`config.mk`:
```
export PLATFORM = sky130hd
export DESIGN_NAME = wdog_steer
export DESIGN_NICKNAME = d
export VERILOG_FILES = /design/src/rtl/wdog_pkg.sv /design/src/rtl/wdog_ctrl_reg.sv /design/src/rtl/wdog_counter.sv /design/src/rtl/wdog_action.sv /design/src/rtl/wdog_steer.sv
export SDC_FILE = /design/constraint.sdc
export NUM_CORES = 1
export LEC_CHECK = 0
export CAP_MARGIN = 5
export CORE_ASPECT_RATIO = 2
export CORE_UTILIZATION = 30
export DETAILED_ROUTE_END_ITERATION = 8
export GPL_ROUTABILITY_DRIVEN = 0
export PLACE_DENSITY = 0.58
export SLEW_MARGIN = 20
export SYNTH_ARGS = -nofsm -noshare
export SYNTH_HDL_FRONTEND = slang
export SYNTH_SLANG_ARGS = --single-unit
```
`constraint.sdc`:
```
create_clock -name clk -period 1.64 [get_ports clk]
set_input_delay 0.328 -clock clk [delete_from_list [all_inputs] [get_ports clk]]
set_output_delay 0.328 -clock clk [all_outputs]
set_load 0.1 [all_outputs]
```
`src/rtl/wdog_pkg.sv`:
```
package wdog_pkg;

  typedef enum logic {
    ON_EXPIRE_IRQ   = 1'b0,
    ON_EXPIRE_RESET = 1'b1
  } expire_action_e;

  // Timeout in ticks: multiplier scaled by 4**scale.
  function automatic int unsigned wd_ticks(input int unsigned mult,
                                           input int unsigned scale);
    return mult << (2 * scale);
  endfunction

endpackage

```
`src/rtl/wdog_ctrl_reg.sv`:
```
module wdog_ctrl_reg #(
  parameter int DATA_W = 8,
  parameter int MULT_W = 5,
  parameter int RES_W  = 2,
  parameter int CNT_W  = 11
) (
  input  logic                        clk,
  input  logic                        rst_n,
  input  logic                        wr,
  input  logic                        rd,
  input  logic [DATA_W-1:0]           wdata,
  input  logic                        clear_reg,
  output logic [DATA_W-1:0]           reg_q,
  output logic                        restart,
  output logic [CNT_W-1:0]            load_val,
  output wdog_pkg::expire_action_e    action
);
  import wdog_pkg::*;

  localparam int STEER_BIT = DATA_W - 1;

  function automatic logic [CNT_W-1:0] timeout_of(input logic [DATA_W-1:0] v);
    int unsigned m;
    int unsigned s;
    m = 32'(v[RES_W +: MULT_W]);
    s = 32'(v[RES_W-1:0]);
    return CNT_W'(wd_ticks(m, s));
  endfunction

  always_ff @(posedge clk) begin
    if (!rst_n) begin
      reg_q <= '0;
    end else if (wr) begin
      reg_q <= wdata;
    end else if (clear_reg) begin
      reg_q <= '0;
    end
  end

  assign restart  = wr | rd;
  assign load_val = wr ? timeout_of(wdata) : timeout_of(reg_q);
  assign action   = expire_action_e'(reg_q[STEER_BIT]);

endmodule

```
`src/rtl/wdog_counter.sv`:
```
module wdog_counter #(
  parameter int CNT_W = 11
) (
  input  logic             clk,
  input  logic             rst_n,
  input  logic             tick,
  input  logic             restart,
  input  logic [CNT_W-1:0] load_val,
  output logic             expire,
  output logic             active
);
  logic [CNT_W-1:0] cnt_q;

  assign expire = active & tick & ~restart & (cnt_q == CNT_W'(1));

  always_ff @(posedge clk) begin
    if (!rst_n) begin
      cnt_q  <= '0;
      active <= 1'b0;
    end else if (restart) begin
      cnt_q  <= load_val;
      active <= (load_val != '0);
    end else if (expire) begin
      cnt_q  <= '0;
      active <= 1'b0;
    end else if (active && tick) begin
      cnt_q  <= cnt_q - CNT_W'(1);
    end
  end

endmodule

```
`src/rtl/wdog_action.sv`:
```
module wdog_action (
  input  logic                     clk,
  input  logic                     rst_n,
  input  logic                     expire,
  input  logic                     restart,
  input  wdog_pkg::expire_action_e action,
  output logic                     clear_reg,
  output logic                     flag,
  output logic                     rst_req,
  output logic                     irq_pulse,
  output logic                     cent_clr
);
  import wdog_pkg::*;

  logic to_reset;
  assign to_reset  = (action == ON_EXPIRE_RESET);
  assign clear_reg = expire & to_reset;

  always_ff @(posedge clk) begin
    if (!rst_n) begin
      flag      <= 1'b0;
      rst_req   <= 1'b0;
      irq_pulse <= 1'b0;
      cent_clr  <= 1'b0;
    end else begin
      rst_req   <= expire & to_reset;
      cent_clr  <= expire & to_reset;
      irq_pulse <= expire & ~to_reset;
      if (restart)     flag <= 1'b0;
      else if (expire) flag <= 1'b1;
    end
  end

endmodule

```
`src/rtl/wdog_steer.sv`:
```
module wdog_steer #(
  parameter int DATA_W = 8,
  parameter int MULT_W = 5,
  parameter int RES_W  = 2
) (
  input  logic              clk,
  input  logic              rst_n,
  input  logic              tick_16hz,
  input  logic              wd_wr,
  input  logic              wd_rd,
  input  logic [DATA_W-1:0] wd_wdata,
  output logic [DATA_W-1:0] wd_rdata,
  output logic              wd_flag,
  output logic              rst_req,
  output logic              irq_pulse,
  output logic              cent_clr
);
  localparam int CNT_W = MULT_W + 2 * ((1 << RES_W) - 1);

  logic                     restart;
  logic                     expire;
  logic                     active;
  logic                     clear_reg;
  logic [CNT_W-1:0]         load_val;
  wdog_pkg::expire_action_e action;

  wdog_ctrl_reg #(
    .DATA_W(DATA_W), .MULT_W(MULT_W), .RES_W(RES_W), .CNT_W(CNT_W)
  ) u_reg (
    .clk(clk), .rst_n(rst_n), .wr(wd_wr), .rd(wd_rd), .wdata(wd_wdata),
    .clear_reg(clear_reg), .reg_q(wd_rdata), .restart(restart),
    .load_val(load_val), .action(action)
  );

  wdog_counter #(.CNT_W(CNT_W)) u_cnt (
    .clk(clk), .rst_n(rst_n), .tick(tick_16hz), .restart(restart),
    .load_val(load_val), .expire(expire), .active(active)
  );

  wdog_action u_act (
    .clk(clk), .rst_n(rst_n), .expire(expire), .restart(restart),
    .action(action), .clear_reg(clear_reg), .flag(wd_flag),
    .rst_req(rst_req), .irq_pulse(irq_pulse), .cent_clr(cent_clr)
  );

endmodule

```
==> results of run 1 <==
flip-flops by register name, indices dropped and copies added (netlist names):
name	count
u_reg.reg_q	8
u_cnt.cnt_q	11
u_act.flag	1
u_cnt.active	1
u_act.rst_req	1
u_act.irq_pulse	1
per-layer routing:
layer | vias to the layer above | wire length, microns | part of all wire (%) | track usage (%)
li1 | 808 | - | - | -
met1 | 803 | 1660 | 31 | 18.9
met2 | 50 | 3150 | 59 | 42.7
met3 | 26 | 116 | 2.2 | 3.30
met4 | 0 | 376 | 7.1 | 18.9
met5 | - | 0 | 0 | 0
cells by family after synthesis:
logic type | synth area share, %
AND/OR/NAND/NOR | 25.1
AO/OA/AOI/OAI | 29.3
flip-flops | 30.9
buffers and inverters | 5.54
XOR/XNOR | 3.52
multiplexers | 4.03
adder cells (fa/ha/maj) | 1.68
synth_stat cells (3+ instances only):
cell	instances
nand2b_1	3
xnor2_1	4
o21a_1	4
clkbuf_1	4
a22oi_1	7
mux2i_1	6
inv_1	6
nand4_1	3
o21ai_0	6
a21boi_0	3
nor2_1	10
nand2_1	10
buf_2	6
o22ai_1	8
nor3_1	5
dfxtp_1	23
nand3_1	5
a32o_1	6
nor2b_1	5
final cells by class:
class	count	area (sq um)	area share (%)
Inverter	6	22.5	0.922
Clock buffer	4	45.0	1.84
Timing Repair Buffer	78	778	31.9
Sequential cell	23	478	19.6
Multi-Input combinational cell	133	1050	42.9
Tap cell	57	71.3	2.92
metrics by stage:
| step | setup TNS [ns] | power (mW) | hold WS (ns) | area (sq um) |
|---|---|---|---|---|
| final | -0.234 | 1.70 | 0.469 | 2440 |
| after global routing | -1.42 | 1.78 | 0.525 | 2440 |
| after CTS | -0.273 | 1.67 | 0.540 | 2360 |
| after detailed placement | -7.04 | 1.28 | 0.519 | 2260 |
| after global placement | -7.00 | 1.28 | 0.520 | 2260 |
| after floorplan | -0.0689 | 0.994 | 0.451 | 1520 |
final timing paths:
check / to / slack [ns] / cells past startpoint / from
hold reg to reg: u_act.irq_pulse$_SDFF_PN0_ / 0.53 / 1 / u_reg.reg_q[7]$_SDFFE_PN0P_
setup reg to reg: u_reg.reg_q[4]$_SDFFE_PN0P_ / -0.03 / 5 / u_cnt.cnt_q[3]$_SDFFE_PN0P_
setup / recovery: u_reg.reg_q[4]$_SDFFE_PN0P_ / -0.03 / 5 / u_cnt.cnt_q[3]$_SDFFE_PN0P_
hold / removal: u_cnt.cnt_q[7]$_SDFFE_PN0P_ / 0.47 / 3 / wd_rd
cell usage in the layout, fill, tap and decap left out, drive strengths merged, types with 3 or more instances in the layout:
master	n
nand3b	3
nand3	6
nor4	3
clkbuf	4
nand2	10
a21boi	4
a32o	6
clkdlybuf4s50	7
dlygate4sd2	3
inv	6
buf	66
nand2b	3
dfxtp	23
o21a	4
o21ai	7
a22oi	7
o22ai	8
nor3	6
xnor2	4
nand4	3
nor2b	5
or2	3
mux2i	6
nor2	10
a21oi	3
power groups by stage:
stage | clock, mW | combinational [mW] | sequential (mW)
5_1_grt | 0.397 | 0.733 | 0.651
3_3_place_gp | 0 | 0.624 | 0.654
4_1_cts | 0.378 | 0.646 | 0.644
6_report | 0.370 | 0.683 | 0.646
3_5_place_dp | 0 | 0.626 | 0.654
2_1_floorplan | 0 | 0.278 | 0.716
repair_timing:
item,CTS,global route
endpoints found under the setup margin,16,21
buffers inserted,2,1
hold buffers,0,0
gates resized for setup,11,16
pin swaps,4,5
worst max-delay path: stages, from the launching register on:
cell	delay [ns]
dfxtp_2	0.34
nor4_4	0.39
nand3_2	0.19
nor3_4	0.25
a21oi_2	0.16
a32o_1	0.22
==> key figures, run 1 <==
Pwr
  – Max IR drop VDD: 0.563 mV
  – Int Power: 1.10 mW
  – Sw power: 598 uW
  – Sequential power share: 38.0%
  – Comb pwr share: 40.2%
  – Switching share of total power: 35.2%
  – Clock group share of total power: 21.8%
  – Pleak: 1.01 nW
  – P per Cell Area: 696 nW/um^2

Setup path
  – Critical path fanouts, max: 6
  – Worst endpoint required time: 1.81 ns
  – Startpoint type of the worst setup path: flop
  – Data arrival, critical path: 1.84 ns
  – CP endpoint kind: flop
  – Critical path class: reg -> reg

Logic synthesis
  – Post-Syn Area: 1490 sq um
  – Synth area leader: dfxtp_1
  – Top FF cell, synth: dfxtp_1
  – Syn nets: 189
  – Yosys warns: 0
  – FF+latch count, synth: 23
  – Post-synthesis sequential area ratio: 30.9%
  – Yosys cell types: 57
  – Synth top area cells: dfxtp_1, a32o_1, mux2i_1
  – Post-synth EDFFs: 0
  – Gate Count Post-Synth: 174
  – Synth top area share: 30.9%
  – Mean Syn Cell Area: 8.57 sq um
  – Fraction of synthesis flops using an asynchronous set or reset pin: 0%

Floorplan
  – Total die area: 5270 sq um
  – Die X: 51.9 microns
  – Core Area: 4820 sq um
  – Die height: 102 microns
  – Num ports: 25
  – Number of core rows: 36
  – Initial Util: 30.9%

Route
  – DRC Markers: 1
  – DRT iter0 DRCs: 35
  – Routed via count: 1687
  – Drt wl/cell: 17.6 microns
  – Vias per inst: 5.60
  – Routed Antenna Nets: 0
  – WL final: 5300 microns
  – Drt pass-1 iters: 7

GRT
  – Number of global-route vias before repair: 1803
  – Initial antenna violation count: 0
  – Total track usage: 22.5%
  – Grt total ovfl: 0
  – First-pass GRT wire length: 8540 microns
  – Pin count of the biggest net entering global routing: 20

Placement
  – DP Worst Slack: -0.458 ns
  – Dpl cells: 294
  – Hpwl dp: 4220 microns
  – IO Port Bufs: 24

Clock tree
  – Bufs on Longest Clock Path: 2
  – CTS tree: built
  – H-tree levels: 1
  – Clk sinks: 23
  – Clk pin slew, worst setup/hold paths: 0.08 ns
  – CTS Buf Count: 3
  – CTS root buffer: clkbuf_8
  – Clock Latency Late Sink: 0.27 ns

Timing
  – Period utilization: 102%
  – Final setup skew: 0.00116 ns
  – Fin crit period: 1.67 ns
  – Final Hold Violating Endpoints: 0
  – Setup Viol. Count Final: 10
  – Slew margin rel.: 71.2%
  – F_max: 598 MHz
  – Post-route setup slack: -0.0313 ns
  – Slew Limit Fails: 0
  – RSZ-0062 raised after global routing: true
  – Worst Max-Slew Pin Slew: 0.430 ns

Layout
  – Number of antenna diodes: 0
  – Fillers: 440
  – Post-route core utilization: 50.7%
  – Synth-to-Final Area Change: 63.8%
  – Fin cells: 301
  – Final nets: 260
  – Layout cells sized above 1: 42.2%

Outcome
  – Failing checks: DRC, setup timing
  – Status: finished, violations left

Flow run
  – Max cap viols: 0

Hold path
  – Worst min path class: in -> reg
No activity file was read; power rests on OpenSTA's default activity.
==> run 2: changes to the inputs <==
--- a/config.mk
+++ b/config.mk
@@ -10,2 +10,3 @@
 export CORE_UTILIZATION = 30
+export CTS_BUF_LIST = sky130_fd_sc_hd__clkbuf_16
 export DETAILED_ROUTE_END_ITERATION = 8
==> constraint.sdc (replaced) <==
create_clock -name clk -period 1.64 [get_ports clk]
set_input_delay 0.164 -clock clk [delete_from_list [all_inputs] [get_ports clk]]
set_output_delay 0.164 -clock clk [all_outputs]
set_load 0.1 [all_outputs]
==> run 2 against run 1 <==
  * The flow finishes with violations (setup timing)
  * Clock-buffer cell count shrank 1
  * Clock power grew 49%
  * Non-clock buffer count shrank 7
  * Worst hold slack lost 0.0069 ns
  * Global-route usage shrank 0.93 points
  * Critical path type unchanged
==> key figures, run 2 (same netlist as run 1, synthesis figures left out) <==
Outcome
  – Status: finished, violations left (unchanged)
  – Failing checks: setup timing (was DRC, setup timing)

GRT
  – Pin count of the biggest net entering global routing: 15 (was 20)
  – Initial antenna violation count: 0 (unchanged)
  – Total track usage: 21.5% (was 22.5%)
  – Grt total ovfl: 0 (unchanged)
  – First-pass GRT wire length: 8180 microns (was 8540 microns)
  – Number of global-route vias before repair: 1683 (was 1803)

Placement
  – IO Port Bufs: 24 (unchanged)
  – Hpwl dp: 4130 microns (was 4220 microns)
  – Dpl cells: 288 (was 294)

Layout
  – Synth-to-Final Area Change: 63.3% (was 63.8%)
  – Largest regs: u_cnt.cnt_q: 11 flops, u_reg.reg_q: 8 flops (unchanged)
  – Commonest cells after routing, fill and taps aside: buf_4, dfxtp_1, clkdlybuf4s50_1, buf_12 (was buf_4, dfxtp_1, buf_12, nand2_1, nor2_1)
  – Final nets: 253 (was 260)
  – Post-route core utilization: 50.5% (was 50.7%)
  – Largest register FFs: 11 (unchanged)
  – Reg with most FFs: u_cnt.cnt_q (unchanged)
  – Number of antenna diodes: 0 (unchanged)
  – Commonest non-fill, non-tap cell in the layout: buf_4 (unchanged)
  – Fin cells: 294 (was 301)
  – Layout cells sized above 1: 41.8% (was 42.2%)
  – Fillers: 426 (was 440)

Setup path
  – CP endpoint kind: flop (unchanged)
  – Worst r2r path cells: 5 (unchanged)
  – Worst endpoint required time: 1.79 ns (was 1.81 ns)
  – Data arrival, critical path: 1.85 ns (was 1.84 ns)
  – Critical path fanouts, max: 6 (unchanged)
  – Startpoint type of the worst setup path: flop (unchanged)
  – Critical path class: reg -> reg (unchanged)

Route
  – Vias per inst: 5.74 (was 5.60)
  – Routed Antenna Nets: 0 (unchanged)
  – DRC Markers: 0 (was 1)
  – Routed via count: 1687 (unchanged)
  – DRT iter0 DRCs: 52 (was 35)
  – Drt pass-1 iters: 7 (unchanged)
  – WL final: 5280 microns (was 5300 microns)
  – Drt wl/cell: 18.0 microns (was 17.6 microns)

Flow run
  – Max cap viols: 0 (unchanged)

Hold path
  – Hold Crit Depth: 3 (unchanged)
  – Worst min path class: in -> reg (unchanged)

Timing
  – F_max: 590 MHz (was 598 MHz)
  – Final Hold Violating Endpoints: 0 (unchanged)
  – Setup Viol. Count Final: 9 (was 10)
  – RSZ-0062 raised after global routing: true (unchanged)
  – Fin crit period: 1.70 ns (was 1.67 ns)
  – Final setup skew: 0.00310 ns (was 0.00116 ns)
  – Slew margin rel.: 75.7% (was 71.2%)
  – Worst Max-Slew Pin Slew: 0.362 ns (was 0.430 ns)
  – Slew Limit Fails: 0 (unchanged)
  – Period utilization: 103% (was 102%)
  – Post-route setup slack: -0.0560 ns (was -0.0313 ns)

Floorplan
  – Num ports: 25 (unchanged)
  – Initial Util: 30.9% (unchanged)
  – Number of core rows: 36 (unchanged)
  – Die X: 51.9 microns (unchanged)
  – Die height: 102 microns (unchanged)
  – Core Area: 4820 sq um (unchanged)
  – Total die area: 5270 sq um (unchanged)

Clock tree
  – Clk sinks: 23 (unchanged)
  – H-tree levels: 1 (unchanged)
  – CTS Buf Count: 3 (unchanged)
  – CTS root buffer: clkbuf_16 (was clkbuf_8)
  – Clock Latency Late Sink: 0.26 ns (was 0.27 ns)
  – CTS tree: built (unchanged)
  – Bufs on Longest Clock Path: 2 (unchanged)
  – Clk pin slew, worst setup/hold paths: 0.06 ns (was 0.08 ns)

Pwr
  – Pleak: 0.983 nW (was 1.01 nW)
  – P per Cell Area: 770 nW/um^2 (was 696 nW/um^2)
  – Max IR drop VDD: 0.568 mV (was 0.563 mV)
run 2: cell types whose count changed in the layout (fill, tap and decap cells not counted), sizes merged:
cell,change
clkinv,+1
dlymetal6s2s,-1
clkdlybuf4s50,+4
dlygate4sd2,-3
buf,-7
clkbuf,-1
run 2: final cells by class:
type                    count  area [sq um]  share of cell area [%]
multi-input cells         133          1070                    43.9
repair buffers             71           714                    29.3
flip-flops and latches     23           478                    19.6
clock buffers               3          75.1                    3.08
well taps                  57          71.3                    2.93
inverters                   6          22.5                   0.925
clock inverters             1          5.00                   0.206
run 2: path summary, 6_finish.rpt:
path	from	to	slack, ns
hold reg to reg	u_reg.reg_q[6]$_SDFFE_PN0P_	u_reg.reg_q[6]$_SDFFE_PN0P_	0.55
setup reg to reg	u_cnt.cnt_q[2]$_SDFFE_PN0P_	u_reg.reg_q[3]$_SDFFE_PN0P_	-0.06
hold / removal	wd_wr	u_reg.reg_q[4]$_SDFFE_PN0P_	0.46
setup / recovery	u_cnt.cnt_q[2]$_SDFFE_PN0P_	u_reg.reg_q[3]$_SDFFE_PN0P_	-0.06
run 2: power by group:
group / switching (mW) / total [mW] / internal [mW]
clock network: 0.221 / 0.550 / 0.329
logic: 0.346 / 0.670 / 0.324
registers: 0.0595 / 0.655 / 0.596
total: 0.627 / 1.88 / 1.25
run 2: repair_timing:
item                                    CTS  global route
hold buffers                              0             0
pin swaps                                 1            11
endpoints found under the setup margin   16            20
buffers inserted                          0             2
resized for setup                         7            24
run 2: critical path, cell delays in order (launching register included):
cell,delay (ns)
dfxtp_2,0.33
nor4_4,0.39
nand3_2,0.20
nor3_4,0.28
a21oi_4,0.14
a32o_1,0.23
run 2: layer usage:
layer	part of all wire, %	vias to the layer above	track usage, %
li1	-	794	-
met1	30	780	18.4
met2	58	79	40.9
met3	3.6	34	3.30
met4	8.6	0	17.5
met5	0	-	0
run 2: through the flow:
stage                     power, mW  worst slack, ns  instance area [sq um]  hold slack [ns]  TNS [ns]
after detailed placement       1.27           -0.295                   2210            0.525     -2.64
after global routing           1.95           -0.124                   2430            0.489     -1.53
after global placement         1.26           -0.298                   2210            0.515     -2.54
after floorplan               0.994          -0.0689                   1520            0.307   -0.0689
after CTS                      1.83          -0.0489                   2320            0.461    -0.349
final                          1.88          -0.0560                   2430            0.462    -0.345
